**src/rtl/refclk_ratio_pkg.sv**
```systemverilog
package refclk_ratio_pkg;
  typedef enum logic [1:0] {
    RATIO_16   = 2'b00,
    RATIO_32   = 2'b01,
    RATIO_128  = 2'b10,
    RATIO_NONE = 2'b11
  } ratio_e;

  localparam int unsigned NUM_BANDS = 3;
endpackage

```
**src/rtl/ref_edge_sync.sv**
```systemverilog
module ref_edge_sync #(
  parameter int unsigned SYNC_STAGES = 2
) (
  input  logic clk_i,
  input  logic rst_ni,
  input  logic ref_clk_i,
  output logic rise_o
);
  localparam int unsigned DEPTH = SYNC_STAGES + 1;

  logic [DEPTH-1:0] shift_q;

  always_ff @(posedge clk_i or negedge rst_ni) begin
    if (!rst_ni) shift_q <= '0;
    else         shift_q <= {shift_q[DEPTH-2:0], ref_clk_i};
  end

  // edge seen between the last synchronized stage and the extra history flop
  assign rise_o = shift_q[DEPTH-2] & ~shift_q[DEPTH-1];
endmodule

```
**src/rtl/gate_counter.sv**
```systemverilog
module gate_counter #(
  parameter int unsigned WIN_CYCLES = 256,
  parameter int unsigned CNT_W      = 9
) (
  input  logic             clk_i,
  input  logic             rst_ni,
  input  logic             rise_i,
  output logic [CNT_W-1:0] cnt_o,
  output logic             vld_o
);
  localparam int unsigned TIM_W = (WIN_CYCLES > 1) ? $clog2(WIN_CYCLES) : 1;
  localparam logic [TIM_W-1:0] LAST = TIM_W'(WIN_CYCLES - 1);
  localparam logic [CNT_W-1:0] SAT  = '1;

  logic [TIM_W-1:0] tim_q;
  logic [CNT_W-1:0] edge_q, edge_nxt, cnt_q;
  logic             vld_q;
  logic             last;

  assign last     = (tim_q == LAST);
  assign edge_nxt = (rise_i && edge_q != SAT) ? edge_q + 1'b1 : edge_q;

  always_ff @(posedge clk_i or negedge rst_ni) begin
    if (!rst_ni) begin
      tim_q  <= '0;
      edge_q <= '0;
      cnt_q  <= '0;
      vld_q  <= 1'b0;
    end else begin
      vld_q <= last;
      if (last) begin
        tim_q  <= '0;
        edge_q <= '0;
        cnt_q  <= edge_nxt;
      end else begin
        tim_q  <= tim_q + 1'b1;
        edge_q <= edge_nxt;
      end
    end
  end

  assign cnt_o = cnt_q;
  assign vld_o = vld_q;
endmodule

```
**src/rtl/band_classifier.sv**
```systemverilog
module band_classifier
  import refclk_ratio_pkg::*;
#(
  parameter int unsigned CNT_W   = 9,
  parameter int unsigned B16_LO  = 56,
  parameter int unsigned B16_HI  = 76,
  parameter int unsigned B32_LO  = 28,
  parameter int unsigned B32_HI  = 38,
  parameter int unsigned B128_LO = 6,
  parameter int unsigned B128_HI = 10
) (
  input  logic [CNT_W-1:0] cnt_i,
  output ratio_e           code_o
);
  localparam int unsigned LO [NUM_BANDS] = '{B16_LO, B32_LO, B128_LO};
  localparam int unsigned HI [NUM_BANDS] = '{B16_HI, B32_HI, B128_HI};

  logic [NUM_BANDS-1:0] hit;

  for (genvar b = 0; b < NUM_BANDS; b++) begin : g_band
    assign hit[b] = (cnt_i >= CNT_W'(LO[b])) && (cnt_i <= CNT_W'(HI[b]));
  end

  always_comb begin
    code_o = RATIO_NONE;
    if      (hit[0]) code_o = RATIO_16;
    else if (hit[1]) code_o = RATIO_32;
    else if (hit[2]) code_o = RATIO_128;
  end
endmodule

```
**src/rtl/ratio_filter.sv**
```systemverilog
module ratio_filter
  import refclk_ratio_pkg::*;
(
  input  logic   clk_i,
  input  logic   rst_ni,
  input  logic   upd_i,
  input  ratio_e code_i,
  input  logic   idle_i,
  output ratio_e cand_o,
  output ratio_e ratio_o,
  output logic   active_o
);
  ratio_e cand_q, ratio_q;
  logic   active_q;

  always_ff @(posedge clk_i or negedge rst_ni) begin
    if (!rst_ni) begin
      cand_q   <= RATIO_NONE;
      ratio_q  <= RATIO_NONE;
      active_q <= 1'b0;
    end else if (upd_i) begin
      cand_q   <= code_i;
      active_q <= !idle_i;
      if (code_i == cand_q) ratio_q <= code_i;
    end
  end

  assign cand_o   = cand_q;
  assign ratio_o  = ratio_q;
  assign active_o = active_q;
endmodule

```
**src/rtl/refclk_ratio_detect.sv**
```systemverilog
module refclk_ratio_detect
  import refclk_ratio_pkg::*;
#(
  parameter int unsigned WIN_CYCLES  = 256,
  parameter int unsigned SYNC_STAGES = 2,
  parameter int unsigned B16_LO      = 56,
  parameter int unsigned B16_HI      = 76,
  parameter int unsigned B32_LO      = 28,
  parameter int unsigned B32_HI      = 38,
  parameter int unsigned B128_LO     = 6,
  parameter int unsigned B128_HI     = 10
) (
  input  logic       clk_i,
  input  logic       rst_ni,
  input  logic       ref_clk_i,
  output logic [1:0] ratio_o,
  output logic       ratio_valid_o,
  output logic       ref_active_o
);
  localparam int unsigned CNT_W = $clog2(WIN_CYCLES + 1);

  logic             rise;
  logic [CNT_W-1:0] meas_cnt;
  logic             meas_vld;
  ratio_e           band_code, cand_code, ratio_sel;

  ref_edge_sync #(.SYNC_STAGES(SYNC_STAGES)) u_sync (
    .clk_i    (clk_i),
    .rst_ni   (rst_ni),
    .ref_clk_i(ref_clk_i),
    .rise_o   (rise)
  );

  gate_counter #(.WIN_CYCLES(WIN_CYCLES), .CNT_W(CNT_W)) u_gate (
    .clk_i (clk_i),
    .rst_ni(rst_ni),
    .rise_i(rise),
    .cnt_o (meas_cnt),
    .vld_o (meas_vld)
  );

  band_classifier #(
    .CNT_W(CNT_W),
    .B16_LO(B16_LO),   .B16_HI(B16_HI),
    .B32_LO(B32_LO),   .B32_HI(B32_HI),
    .B128_LO(B128_LO), .B128_HI(B128_HI)
  ) u_class (
    .cnt_i (meas_cnt),
    .code_o(band_code)
  );

  ratio_filter u_filt (
    .clk_i   (clk_i),
    .rst_ni  (rst_ni),
    .upd_i   (meas_vld),
    .code_i  (band_code),
    .idle_i  (meas_cnt == '0),
    .cand_o  (cand_code),
    .ratio_o (ratio_sel),
    .active_o(ref_active_o)
  );

  assign ratio_o       = ratio_sel;
  assign ratio_valid_o = (ratio_sel != RATIO_NONE);
endmodule

```
**config.mk**
```make
export PLATFORM = sky130hd
export DESIGN_NAME = refclk_ratio_detect
export DESIGN_NICKNAME = d
export VERILOG_FILES = /design/src/rtl/refclk_ratio_pkg.sv /design/src/rtl/ref_edge_sync.sv /design/src/rtl/gate_counter.sv /design/src/rtl/band_classifier.sv /design/src/rtl/ratio_filter.sv /design/src/rtl/refclk_ratio_detect.sv
export SDC_FILE = /design/constraint.sdc
export NUM_CORES = 1
export LEC_CHECK = 0
export BUFFER_PORTS_ARGS = -buffer_cell sky130_fd_sc_hd__buf_4
export CAP_MARGIN = 20
export CORE_MARGIN = 4
export CORE_UTILIZATION = 40
export CTS_BUF_LIST = sky130_fd_sc_hd__clkbuf_16
export DETAILED_ROUTE_END_ITERATION = 8
export PLACE_DENSITY = 0.59
export REMOVE_ABC_BUFFERS = 1
export SKIP_CTS_REPAIR_TIMING = 1
export SLEW_MARGIN = 20
export SYNTH_ARGS = -nofsm -noshare
export SYNTH_HDL_FRONTEND = slang
export SYNTH_SLANG_ARGS = --single-unit
```
**constraint.sdc**
```tcl
create_clock -name clk_i -period 5.11 [get_ports clk_i]
set_clock_uncertainty 0.1 [all_clocks]
set_input_delay 1.022 -clock clk_i [delete_from_list [all_inputs] [get_ports clk_i]]
set_output_delay 1.022 -clock clk_i [all_outputs]
set_load 0.02 [all_outputs]
```
## Word level (Yosys, flattened, before mapping)

Index checks and enable logic that the tools add are counted.

| storage, ports and cells | value |
|---|---|
| register bits | 35 |
| input port bits | 3 |
| output and inout port bits | 4 |
| word-level logic and storage cells | 35 |

| operators by class | value |
|---|---|
| add/sub/neg operators | 2 |
| $lt $le $gt $ge | 6 |
| equal/unequal tests | 4 |
| multiplexer cells | 6 |
| bitwise operators | 2 |
| reduce and logical (&&, ||, !) cells | 7 |

Operator list:

| cell | number |
|---|---|
| $mux W9 | 2 |
| $add A9 B1 Y9 const B | 1 |
| $ge A9 B3 Y1 const B | 1 |
| $ge A9 B5 Y1 const B | 1 |
| $ge A9 B6 Y1 const B | 1 |
| $le A9 B4 Y1 const B | 1 |
| $le A9 B6 Y1 const B | 1 |
| $le A9 B7 Y1 const B | 1 |
| $logic_not A9 Y1 | 1 |
| $ne A9 B9 Y1 const B | 1 |
| $add A8 B1 Y8 const B | 1 |
| $eq A8 B8 Y1 const B | 1 |
| $mux W8 | 1 |
| $logic_and A1 B1 Y1 | 4 |
| $mux W2 | 2 |
| $eq A2 B2 Y1 | 1 |
| $ne A2 B2 Y1 const B | 1 |
| $reduce_and A2 Y1 | 1 |
| $and A1 B1 Y1 | 1 |
| $logic_not A1 Y1 | 1 |
| $mux W1 | 1 |
| $not A1 Y1 | 1 |

## Logic depth before layout (Yosys ltp)

| depth | value |
|---|---|
| depth in word-level cells | 7 |
| mapped depth | 9 |
| mapped depth without buffers | 9 |

## Cells and area by module

From an unflattened synthesis, not the netlist that was laid out.

| second synthesis, totals | value |
|---|---|
| cells, all modules | 151 |
| area, all modules | 1641.6 um^2 |

By module, submodules not included:

| module | times used | cells an instance | area each (um^2) | sequential area each (um^2) |
|---|---|---|---|---|
| gate_counter | 1 | 108 | 1191.1 | 675.6 |
| ratio_filter | 1 | 21 | 234.0 | 130.1 |
| band_classifier | 1 | 14 | 97.6 | 0.0 |
| ref_edge_sync | 1 | 4 | 88.8 | 75.1 |
| refclk_ratio_detect | 1 | 4 | 30.0 | 0.0 |

## Worst setup path before layout

OpenSTA, ideal clock, no wires.

| path | value |
|---|---|
| kind | reg-to-reg |
| start point | register u_gate.edge_q[0] |
| end point | register u_gate.cnt_q[6], in the netlist u_gate.cnt_o[6] |
| setup time | 124 ps |
| data arrival time | 1824 ps |
| data required time | 4886 ps |
| slack | 3062 ps |
| cell stages (with the launch flop) | 10 |
| path buffers | 0 |
| clock period less this slack | 2048 ps |
| path through | dfrtp_1 -> ha_1 -> nand3_1 -> nor2_1 -> ha_1 -> nor3b_4 -> and3_1 -> nand4_1 -> xor2_1 -> a21oi_2 |

| between the ends | value |
|---|---|
| cells in the longest elaborated chain, start to end | 3 |
| elaborated cells on any way between the ends | 4 |
| those cells by class | add/sub (1); eq/ne (1); mux (1); reduce/logical (1) |

Ends and longest elaborated chain:

| element | RTL line | source |
|---|---|---|
| from (decl) | gate_counter.sv:16 | `logic [CNT_W-1:0] edge_q, edge_nxt, cnt_q;` |
| from (signal assigned) | gate_counter.sv:37 | `edge_q <= edge_nxt;` |
| branches (longest 2 deep; another with $add A9 B1 Y9) | n/a |  |
| $mux W9 * | gate_counter.sv:21 | `assign edge_nxt = (rise_i && edge_q != SAT) ? edge_q + 1'b1 : edge_q;` |
| to (signal assigned) | gate_counter.sv:34 | `cnt_q <= edge_nxt;` |
| to (decl) | gate_counter.sv:16 |  |

Mark *: on every way between the ends.
A chain may end at the register's enable or synchronous reset.

## Worst setup path in the final report

Same ends and word-level chain as after synthesis.

==> impl_metrics.ini <==
[worst_hold_path]
hold_depth = 0
hp-start = u_sync.shift_q[0]
hp-class = reg -> reg
min_to = u_sync.shift_q[1]

[timing]
finalCriticalPeriod_ps = 2300
rsz0062_at_grt = false
holdWs_ps = 260
fmax_mhz = 436
tns_ps = 0
worstMarginPinSlew_ps = 1020
hold_viol = 0
post-route-period-util_pct = 44.9
drv_slew = 0
maxSlewHeadroom_pct = 32.2
setup_viol = 0

[clock_network]
htree_levels = 2
clk_pin_slew_ps = 50
cts-root-buf = clkbuf_16
clk_latency_ps = 270
clock_path_buffers = 2
clock-sinks = 35
cts_tree = built
cts_inserted_buffers = 5

[routing]
antenna_left = 0
dr.pass1.iters = 4
drc = 0
vias = 1063
dr.first_iter.drc_count = 25
drt_wl_total_um = 2720
detail_route.vias_per_cell = 5.14
routedWlPerCell_um = 13.2

[power]
p_comb_share_pct = 8.0
pwr-share-seq_pct = 45.6
internal-power_mw = 0.550
p_switching_mw = 0.162
p_leak_nw = 0.839
clockPowerShare_pct = 46.4
power_density_nw_per_um2 = 389
switching_share_pct = 22.8
ir_drop_v = 0.000259

[yosys]
netlist_top_cells_area = dfrtp_1, nor2_1, dfstp_2
ys.flop_type = dfrtp_1
async_flop_share_pct = 100
ys_ff_latch = 35
seq_area_frac_synth_pct = 54.9
synth.largest_area_cell = dfrtp_1
synthesis.area_sq_um = 1600
yosys.area.top_type_share_pct = 48.4
ys_types = 32
synthCells = 152
synth_common_cells = dfrtp_1, nor2_1, a21oi_1
synth_edf_count = 0
synth.most_common_cell = dfrtp_1
synth-warning-count = 0
synth.avg_cell_area_sq_um = 10.6

[grt]
grt-ovfl-total = 0
first_global_vias = 1092
grt_max_degree = 36
antenna_found_initial = 0
grt_use_total_pct = 12.9
grt_pass1_wl_um = 5080

[setup_path]
required_ps = 5130
cp_slowest_cell = dfrtp_1
crit_arrival_ps = 2310
cpLargestDelayFamily = simple AND/OR/NAND/NOR gates
r2r_setup_slack_ps = 2810
critPathLaunchType = flip-flop
cp-end-kind = flip-flop
cp_slowest_stage_delay_ps = 410
rr_endpoint = u_gate.cnt_o[6]
r2r-start = u_gate.edge_q[0]
path_class = reg -> reg
cp_cell_sequence = ha_1 -> nand3_1 -> nor2_1 -> ha_1 -> nor3b_4 -> and3_1 -> nand4_1 -> xor2_1 -> a21oi_2
crit_buf_inv = 0
path_max_fanout = 6
reg2regPathDepth = 9
cpMostUsedCell = ha_1

[final_layout]
final_net_count = 164
fin_cells = 207
fin_area_sq_um = 1830
area_growth_pct = 14.2
antennaDiodeCount = 0
drive_gt1_share_pct = 16.4
fillerInstances = 337

[floorplan]
chipHeight_um = 71.3
num_rows = 22
core_area_sq_um = 3770
num_io_pins = 7
die_x_um = 71.3
die-area_sq_um = 5090
start_util_pct = 42.5

[status]
status = complete, no violations

[place]
numPortBuffers = 6
place_hpwl_um = 1860
placed_area_sq_um = 1670
post-place-cells = 199
gp_congestion = 0.793

[run]
cap_violations = 0
## power groups by stage
stage	Combinational (mW)	Clock (mW)	Sequential (mW)
after floorplan	0.0410	0	0.325
after global placement	0.0566	0	0.328
after detailed placement	0.0574	0	0.329
after CTS	0.0585	0.339	0.324
after global routing	0.0670	0.356	0.328
final	0.0572	0.330	0.324
## registers in the layout, summed over array words and instances, names as in the netlist
signal,flops
u_gate.cnt_o,9
u_gate.tim_q,8
u_filt.ratio_o,2
u_gate.edge_q,9
u_filt.active_o,1
u_gate.vld_o,1
u_sync.shift_q,3
u_filt.cand_o,2
## per-layer routing
layer	up-vias	track usage, %	part of all wire, %
li1	532	-	-
met1	507	16.4	47
met2	18	19.0	46
met3	6	5.19	5.2
met4	0	6.26	1.8
met5	-	0	0
## worst reg2reg max path: cells and delay by family, from the launching register on
family,cells,cell delay (ps)
DFF,1,410
adders and majority gates,2,450
xor gates and xnor gates,1,260
and+or+nand+nor,5,850
AOI/OAI and AO/OA,1,90
## cells by family after synthesis
logic type / synth area share, %
mux: 3.28
buf+inv: 2.73
xor+xnor: 8.19
compound gates: 7.72
simple gates: 20.8
flops: 54.9
fa+ha+maj: 2.34
## how the worst max path moves through the flow
stage	start	endpoint	slack [ps]	cells past startpoint
final	u_gate.edge_q[0]	u_gate.cnt_o[6]	2810	9
after global routing	u_gate.tim_q[0]	u_gate.cnt_o[1]	2610	6
after CTS	u_gate.edge_q[0]	u_gate.cnt_o[6]	2790	9
after detailed placement	u_gate.edge_q[0]	u_gate.cnt_o[6]	2820	9
after global placement	u_gate.edge_q[0]	u_gate.edge_q[6]	2850	9
after floorplan	u_gate.edge_q[0]	u_gate.cnt_o[6]	3030	9
## cells in the final DEF (no fill, tap or decap)
master and n:
nand4_2 1, nand2_1 10, nand4b_1 1, nand4_1 4, dfrtp_1 31, nor3b_4 1, mux2i_1 3, nand3_1 7
buf_4 6, nor2b_1 1, nor2_1 30, nor3b_1 2, xnor2_1 7, bufinv_16 1, a21boi_2 1, nor2_2 2
ha_1 3, o21ai_0 2, o211ai_1 1, a41oi_1 2, inv_1 3, clkbuf_16 5, and3_1 3, nor3_2 1
mux2_2 2, xor2_1 8, nor4_1 1, dfstp_2 4, nand3b_1 2, a21oi_1 12, a21oi_2 2
## cell type report
class	instances	area [sq um]	area share, %
clock inverters	3	37.5	2.05
repair buffers	6	45.0	2.46
flip-flops and latches	35	881	48.1
inverters	1	3.75	0.205
clock buffers	5	125	6.83
multi-input cells	109	679	37.1
well taps	48	60.1	3.28
## through the flow
stage	util (%)	setup WS (ps)	total power [mW]
3_5_place_dp	44.3	2820	0.387
4_1_cts	48.6	2790	0.722
3_3_place_gp	44.3	2850	0.385
5_1_grt	48.6	2610	0.751
2_1_floorplan	-	3030	0.366
6_report	48.6	2810	0.712
(Power assumes the default switching activity.)
